<file path="src/rtl/i2cw_pkg.sv">
package i2cw_pkg;
  localparam int BYTE_BITS = 8;
  localparam logic [4:0] HS_CODE_TOP = 5'b00001;

  typedef enum logic [2:0] {
    ST_IDLE, ST_ADDR, ST_ADDR_ACK, ST_DATA, ST_DATA_ACK, ST_SKIP
  } phase_t;

  typedef struct packed {
    logic       wrSetup;
    logic       wrCfg;
    logic       hsSet;
    logic       hsClr;
    logic [7:0] byteVal;
  } wrStrobe_t;
endpackage

</file>
<file path="src/rtl/i2cw_ctrl.sv">
module i2cw_ctrl
  import i2cw_pkg::*;
#(
  parameter logic [6:0] DEV_ADDR    = 7'h33,
  parameter int         SYNC_STAGES = 2
) (
  input  logic       clk,
  input  logic       rst,
  input  logic       sclIn,
  input  logic       sdaIn,
  output logic       sdaPullLow,
  output wrStrobe_t  strobe
);
  localparam int TOP   = SYNC_STAGES - 1;
  localparam int CNT_W = $clog2(BYTE_BITS + 1);

  logic [SYNC_STAGES-1:0] sclSync, sdaSync;
  logic sclPrev, sdaPrev;
  logic sclNow, sdaNow;
  logic startDet, stopDet, sclRise, sclFall, byteDone, addrHit, hsCode;
  logic [CNT_W-1:0] bitCnt;
  logic [BYTE_BITS-1:0] shiftReg;
  phase_t state;

  always_ff @(posedge clk) begin
    if (rst) begin
      sclSync <= '1;
      sdaSync <= '1;
      sclPrev <= 1'b1;
      sdaPrev <= 1'b1;
    end else begin
      sclSync <= {sclSync[SYNC_STAGES-2:0], sclIn};
      sdaSync <= {sdaSync[SYNC_STAGES-2:0], sdaIn};
      sclPrev <= sclSync[TOP];
      sdaPrev <= sdaSync[TOP];
    end
  end

  assign sclNow   = sclSync[TOP];
  assign sdaNow   = sdaSync[TOP];
  assign startDet = sclNow && sclPrev && sdaPrev && !sdaNow;
  assign stopDet  = sclNow && sclPrev && !sdaPrev && sdaNow;
  assign sclRise  = sclNow && !sclPrev;
  assign sclFall  = !sclNow && sclPrev;
  assign byteDone = sclFall && (bitCnt == CNT_W'(BYTE_BITS)) && !startDet && !stopDet;
  assign addrHit  = (shiftReg[7:1] == DEV_ADDR) && !shiftReg[0];
  assign hsCode   = (shiftReg[7:3] == HS_CODE_TOP);

  always_ff @(posedge clk) begin
    if (rst) begin
      state      <= ST_IDLE;
      bitCnt     <= '0;
      shiftReg   <= '0;
      sdaPullLow <= 1'b0;
    end else if (startDet) begin
      state      <= ST_ADDR;
      bitCnt     <= '0;
      sdaPullLow <= 1'b0;
    end else if (stopDet) begin
      state      <= ST_IDLE;
      sdaPullLow <= 1'b0;
    end else begin
      case (state)
        ST_ADDR, ST_DATA: begin
          if (sclRise && bitCnt < CNT_W'(BYTE_BITS)) begin
            shiftReg <= {shiftReg[BYTE_BITS-2:0], sdaNow};
            bitCnt   <= bitCnt + 1'b1;
          end else if (byteDone) begin
            bitCnt <= '0;
            if (state == ST_ADDR && !addrHit) begin
              state <= ST_SKIP;
            end else begin
              state      <= (state == ST_ADDR) ? ST_ADDR_ACK : ST_DATA_ACK;
              sdaPullLow <= 1'b1;
            end
          end
        end
        ST_ADDR_ACK, ST_DATA_ACK: begin
          if (sclFall) begin
            sdaPullLow <= 1'b0;
            state      <= ST_DATA;
          end
        end
        default: ;
      endcase
    end
  end

  always_comb begin
    strobe.wrSetup = byteDone && (state == ST_DATA) && shiftReg[7];
    strobe.wrCfg   = byteDone && (state == ST_DATA) && !shiftReg[7];
    strobe.hsSet   = byteDone && (state == ST_ADDR) && hsCode;
    strobe.hsClr   = stopDet;
    strobe.byteVal = shiftReg;
  end


  ack_on_fall_chk: assert property (@(posedge clk) disable iff (rst)
    $rose(sdaPullLow) |-> $past(sclFall));

  pull_only_in_ack_chk: assert property (@(posedge clk) disable iff (rst)
    sdaPullLow |-> (state == ST_ADDR_ACK || state == ST_DATA_ACK));

  skip_silent_chk: assert property (@(posedge clk) disable iff (rst)
    (state == ST_SKIP) |-> !sdaPullLow && !strobe.wrSetup && !strobe.wrCfg);

  strobe_exclusive_chk: assert property (@(posedge clk) disable iff (rst)
    !(strobe.wrSetup && strobe.wrCfg));
endmodule

</file>
<file path="src/rtl/i2cw_regs.sv">
module i2cw_regs
  import i2cw_pkg::*;
#(
  parameter int REF_W = 3
) (
  input  logic             clk,
  input  logic             rst,
  input  wrStrobe_t        strobe,
  output logic [REF_W-1:0] refSel,
  output logic             extClock,
  output logic             bipolar,
  output logic [7:0]       cfgReg,
  output logic             hsMode
);
  localparam int REF_LSB = 4;

  always_ff @(posedge clk) begin
    if (rst) begin
      refSel   <= '0;
      extClock <= 1'b0;
      bipolar  <= 1'b0;
      cfgReg   <= '0;
      hsMode   <= 1'b0;
    end else begin
      if (strobe.wrSetup) begin
        refSel   <= strobe.byteVal[REF_LSB +: REF_W];
        extClock <= strobe.byteVal[3];
        bipolar  <= strobe.byteVal[2];
        if (!strobe.byteVal[1]) cfgReg <= '0;
      end else if (strobe.wrCfg) begin
        cfgReg <= strobe.byteVal;
      end
      if (strobe.hsClr)      hsMode <= 1'b0;
      else if (strobe.hsSet) hsMode <= 1'b1;
    end
  end


  cfg_clear_chk: assert property (@(posedge clk) disable iff (rst)
    (strobe.wrSetup && !strobe.byteVal[1]) |=> (cfgReg == 8'h00));

  cfg_load_chk: assert property (@(posedge clk) disable iff (rst)
    strobe.wrCfg |=> (cfgReg == $past(strobe.byteVal)));

  setup_hold_chk: assert property (@(posedge clk) disable iff (rst)
    !strobe.wrSetup |=> $stable(refSel) && $stable(extClock) && $stable(bipolar));

  hs_clear_chk: assert property (@(posedge clk) disable iff (rst)
    strobe.hsClr |=> !hsMode);
endmodule

</file>
<file path="src/rtl/i2c_setup_writer.sv">
module i2c_setup_writer
  import i2cw_pkg::*;
#(
  parameter logic [6:0] DEV_ADDR    = 7'h33,
  parameter int         SYNC_STAGES = 2
) (
  input  logic       clk,
  input  logic       rst,
  input  logic       sclIn,
  input  logic       sdaIn,
  output logic       sdaPullLow,
  output logic [2:0] refSel,
  output logic       extClock,
  output logic       bipolar,
  output logic [7:0] cfgReg,
  output logic       hsMode
);
  wrStrobe_t strobe;

  i2cw_ctrl #(.DEV_ADDR(DEV_ADDR), .SYNC_STAGES(SYNC_STAGES)) uCtrl (
    .clk(clk), .rst(rst), .sclIn(sclIn), .sdaIn(sdaIn),
    .sdaPullLow(sdaPullLow), .strobe(strobe)
  );

  i2cw_regs #(.REF_W(3)) uRegs (
    .clk(clk), .rst(rst), .strobe(strobe),
    .refSel(refSel), .extClock(extClock), .bipolar(bipolar),
    .cfgReg(cfgReg), .hsMode(hsMode)
  );
endmodule

</file>
<file path="config.mk">
export PLATFORM = sky130hd
export DESIGN_NAME = i2c_setup_writer
export DESIGN_NICKNAME = d
export VERILOG_FILES = /design/src/rtl/i2cw_pkg.sv /design/src/rtl/i2cw_ctrl.sv /design/src/rtl/i2cw_regs.sv /design/src/rtl/i2c_setup_writer.sv
export SDC_FILE = /design/constraint.sdc
export NUM_CORES = 1
export LEC_CHECK = 0
export ABC_AREA = 1
export ABC_CLOCK_PERIOD_IN_PS = 1900
export BUFFER_PORTS_ARGS = -buffer_cell sky130_fd_sc_hd__buf_4
export CAP_MARGIN = 20
export CORE_ASPECT_RATIO = 1.5
export CORE_MARGIN = 1.5
export CORE_UTILIZATION = 55
export DETAILED_ROUTE_END_ITERATION = 8
export HOLD_SLACK_MARGIN = 0.03
export PLACE_DENSITY = 0.81
export SYNTH_ARGS = -nofsm -noshare
export SYNTH_HDL_FRONTEND = slang
export SYNTH_SLANG_ARGS = --single-unit
</file>
<file path="constraint.sdc">
create_clock -name clk -period 1.9 [get_ports clk]
set_input_delay 0.285 -clock clk [delete_from_list [all_inputs] [get_ports clk]]
set_output_delay 0.285 -clock clk [all_outputs]
set_load 0.05 [all_outputs]
</file>
Word level (Yosys, flattened, before mapping)
Cells that the tools add are included.

$add $sub $neg: 1. $mul: 0. Div/mod/pow operators: 0. Magnitude comparators: 1. Equality and inequality tests: 15. Shifts and indexed selects: 0. Multiplexer cells: 18. Bitwise gates (word level): 2. Reductions and logical operators: 42.

Operators with widths (count): $mux 8 (3); $logic_and 1x1->1 (18); $mux 3 (5); $reduce_and 4->1 (3); $logic_not 1->1 (9); $mux 4 (2); $ne 4x1->1 const B (2); $reduce_or 2->1 (4); $eq 7x6->1 const B (1); $eq 3x2->1 const B (2); $mux 1 (6); $ne 2x2->1 const B (3); $pmux 3 s2 (1); $reduce_bool 2->1 (3); $eq 5x1->1 const B (1); $reduce_and 5->1 (1); $add 4x1->4 const B (1); $eq 4x4->1 const B (1); $lt 4x4->1 const B (1); $ne 2x1->1 const B (2); $ne 4x2->1 const B (1); $reduce_bool 4->1 (1); $eq 3x1->1 const B (1); $eq 3x3->1 const B (1); other kinds (5) (6).

Bits in registers: 36. Bits in latches: 0. RAM bits: 0. Bits in read-only memories: 0. Input bits: 4. Output and inout port bits: 15. Memories kept: 0.

Longest topological paths before layout
Depth in word-level cells: 11. Depth in mapped cells: 10. Gate-level depth less buffers: 10.

By module
A second synthesis with hierarchy kept.

Cell total of the unflattened synthesis: 216. Area total of the unflattened synthesis: 1610.3 um^2.

Modules (own cells, without submodules): i2cw_ctrl (times used 1, cells an instance 155, area an instance 1104.8 um^2, sequential area each 440.4 um^2); i2cw_regs (times used 1, cells an instance 61, area an instance 505.5 um^2, sequential area each 280.3 um^2).

Worst setup path before layout
OpenSTA, ideal clock, no wires.

Path type: register to register. From: register uCtrl.bitCnt[0]. To: register uRegs.refSel[2]. Library setup time: 0.114 ns. Arrival time: 1.171 ns. Slack: 0.615 ns. Cell stages (with the launch flop): 10. Buffers on the path: 0. Period minus slack after synthesis: 1.285 ns. Cells stage by stage: dfxtp_1 > inv_1 > ha_1 > nand3_2 > nor2_4 > nand2_4 > nor2_8 > inv_2 > nor2_1 > nor2_1.

Longest elaborated chain between the ends: 6.

RTL lines: start: declaration (line i2cw_ctrl.sv:21) `logic [CNT_W-1:0] bitCnt;`; start signal: assignment (line i2cw_ctrl.sv:67) `bitCnt <= bitCnt + 1'b1;`; $eq 4x4->1 (line i2cw_ctrl.sv:45) `assign byteDone = sclFall && (bitCnt == CNT_W'(BYTE_BITS)) && !startDet && !stopDet;`; $logic_and 1x1->1 (3 in series) (line i2cw_ctrl.sv:45); $logic_and 1x1->1 (2 in series) (line i2cw_ctrl.sv:90) `strobe.wrSetup = byteDone && (state == ST_DATA) && shiftReg[7];`; end signal: assignment (line i2cw_regs.sv:26) `refSel <= strobe.byteVal[REF_LSB +: REF_W];`; end: declaration (line i2cw_regs.sv:9) `output logic [REF_W-1:0] refSel,`.

Every way passes these cells. A chain may end at the register's enable or synchronous reset.

Worst setup path after layout
From: register uCtrl.bitCnt[0]. To: register uCtrl.bitCnt[2].

Longest elaborated chain between the ends: 6. Elaborated cells on any way between the ends: 10. Those cells by class: add/sub: 1; order compare: 1; eq/ne: 1; mux: 1; reduce/logical: 6.

RTL lines: branches (longest 6 deep; another with $lt 4x4->1).

Parallel ways; which one is timed is not known.

==> impl_metrics.ini <==
[status]
status = finished, final reports clean

[pwr]
leakage_uw = 0.000884
internal_power_uw = 1370
finalPower_uw = 2030
pwr-share-comb = 0.258
clkPwrFrac = 0.328
switching_share = 0.326
peakVddDrop_mv = 0.765
pwr-share-seq = 0.414
net-switching-power_uw = 660
p_per_area_nw_per_um2 = 1090

[floorplan]
die_area_um2 = 3210
ios = 19
core_um2 = 2710
die_y_um = 68.7
start_util = 0.585
row_count = 23
die_w_um = 46.8

[synthesis]
synth_edf_count = 0
ys.flop_type = dfxtp_1
syn_avg_cell_area_um2 = 7.36
syn-num-nets = 221
synth_top_area_share = 0.456
yosysTopAreaCell = dfxtp_1
async_reset_ff_frac = 0
ys_top_cells_by_area = dfxtp_1 (46%), nand2_1 (12%), a21oi_1 (6.6%), nor2_1 (6.4%), inv_1 (4.7%)
synth_warnings = 0
syn-cell-area_um2 = 1580
yosys.cell_types.count = 25
synthCells = 215
yosysSeqAreaShare = 0.456
ys_ff_latch = 36

[critical_path]
cp-start-kind = flop
path_class = flop to flop
path_max_fanout = 5
cp.required_ns = 2.08
cp_common_cell = o21ai_1
cp-end-kind = flop
slowest_stage = dfxtp_1
crit_chain = inv_1 > ha_1 > nand3_2 > nor2_4 > o21ai_1 > o21ai_1 > nand2_1 > nor2_1
critPathMaxStageDelay_ns = 0.36
cp.arrival_ns = 1.63

[timing]
finalCritPeriodShare = 0.759
whs_ns = 0.176
setup_viol_count_final = 0
tns_ns = 0
min_period_ns = 1.44
slew_headroom = 0.676
slew_viol_final = 0
max_clock_freq_mhz = 693
hold_violations = 0
rsz0062_at_grt = false
worstMarginPinSlew_ns = 0.485
skew_ns = 0.00578

[finish]
antenna_cells = 0
final_area_um2 = 1860
final_nets = 243
layout-drive-gt1-share = 0.223
instances_no_fill = 275
synthToLayoutAreaGrowth_pct = 17.7

[routing]
dr.pass1.iters = 4
routed_via_density = 5.04
num_vias = 1385
drc_errors = 0
wl_per_cell_um = 12.0
drt-initial-drc-count = 28
routed_wl_um = 3310
ant_nets = 0

[grt]
grt-ovfl-total = 0
antenna_found_initial = 0
grt_pass1_wl_um = 5380
grt_pass1_vias = 1286
grt.total_usage = 0.234
grt_start_max_net_pins = 18

[clock_tree]
path_clk_slew_ns = 0.07
cts_buffers = 5
clockBufferDepth = 2
htreeDepth = 2
post_cts_buffers = 0
clock-sinks = 36
postCtsHoldBufs = 0
root_buffer = clkbuf_8
tritoncts = yes
clk_latency_ns = 0.29
cts_resized = 0

[place]
hpwl_um = 2430
finalWeightedCongestion = 0.910
dpl.cell_count = 267
placed_area_um2 = 1750
io_buffers = 18

[flow_run]
cap_viol_max_count = 0

[min_path]
worstHoldPathType = primary input to flop
[metal layers]
| metal | up-vias | track usage | wire [um] | share of wire |
|---|---|---|---|---|
| met1 | 624 | 0.258 | 1410 | 0.43 |
| met2 | 19 | 0.402 | 1720 | 0.52 |
| met3 | 9 | 0.0573 | 89 | 0.027 |
| met5 | - | 0 | 0 | 0 |
| met4 | 0 | 0.118 | 93 | 0.028 |
| li1 | 733 | - | - | - |
[Yosys cell counts, types with 3 or more instances]
cell type and instances:
nor2_1 27, or2_2 4, inv_2 8, nand3_1 6, o21ai_0 4, nand4_1 3, o21ai_1 13, nand2_1 51
nand3_2 3, a21oi_1 21, dfxtp_1 36, nand2_2 4, inv_1 20
[sequential cells by signal (all words and copies together), names as in the netlist]
signal            flops
uCtrl.sclPrev         1
uRegs.hsMode          1
uRegs.cfgReg          8
uCtrl.bitCnt          4
uCtrl.sdaPrev         1
uCtrl.shiftReg        8
uRegs.bipolar         1
uRegs.refSel          3
uCtrl.state           3
uCtrl.sdaSync         2
uCtrl.sdaPullLow      1
uCtrl.sclSync         2
uRegs.extClock        1
[through the flow]
step / worst slack [ns] / util
floorplan: 0.615 / -
global placement: 0.549 / 0.647
detailed placement: 0.498 / 0.647
CTS: 0.481 / 0.688
global route: 0.309 / 0.688
finish: 0.457 / 0.688
[cell families after synthesis]
family	share of synthesized area
AO/OA/AOI/OAI	0.131
adder cells (fa/ha/maj)	0.0158
buffers and inverters	0.0744
flip-flops	0.456
AND/OR/NAND/NOR	0.323
[path summary, 6_finish.rpt]
kind | start | endpoint | slack (ns) | cells past startpoint
setup / recovery | uCtrl.bitCnt[0]$_SDFFE_PP0P_ | uCtrl.bitCnt[2]$_SDFFE_PP0P_ | 0.46 | 8
hold reg to reg | uCtrl.sdaSync[0]$_SDFF_PP1_ | uCtrl.sdaSync[1]$_SDFF_PP1_ | 0.42 | 1
hold / removal | sdaIn | uCtrl.sdaSync[0]$_SDFF_PP1_ | 0.18 | 2
setup reg to reg | uCtrl.bitCnt[0]$_SDFFE_PP0P_ | uCtrl.bitCnt[2]$_SDFFE_PP0P_ | 0.46 | 8
[worst max-delay path, delay by kind of cell (launching register included)]
kind	cells	cell delay, ns
buf+inv	1	0.08
simple gates	4	0.26
compound gates	2	0.43
flops	1	0.36
fa+ha+maj	1	0.22
[final cells by class]
cell class,count,area [um2]
fill,238,843
multi-input combinational,148,743
sequential,36,721
timing repair buffer,18,135
inverter,28,105
clock buffer,5,68.8
tap,37,46.3
clock inverter,3,42.5
[power groups by stage]
stage               clock network, uW  registers, uW  logic [uW]
floorplan                           0            882         388
global placement                    0            856         507
detailed placement                  0            858         514
CTS                               669            841         524
global route                      709            846         596
finish                            664            840         522
[cell usage in the layout (no fill, tap or decap), drive strengths merged]
| cell | n |
|---|---|
| nor2 | 31 |
| nor3 | 1 |
| clkbuf | 5 |
| nand4 | 3 |
| o21ba | 1 |
| clkinvlp | 1 |
| nand2 | 56 |
| nor4 | 1 |
| inv | 28 |
| ha | 2 |
| or2 | 4 |
| o21ai | 17 |
| dfxtp | 36 |
| bufinv | 1 |
| nor3b | 1 |
| a21oi | 21 |
| buf | 18 |
| a21boi | 1 |
| clkinv | 1 |
| nand3 | 9 |
Note: power is estimated with default switching activity, not from simulation.
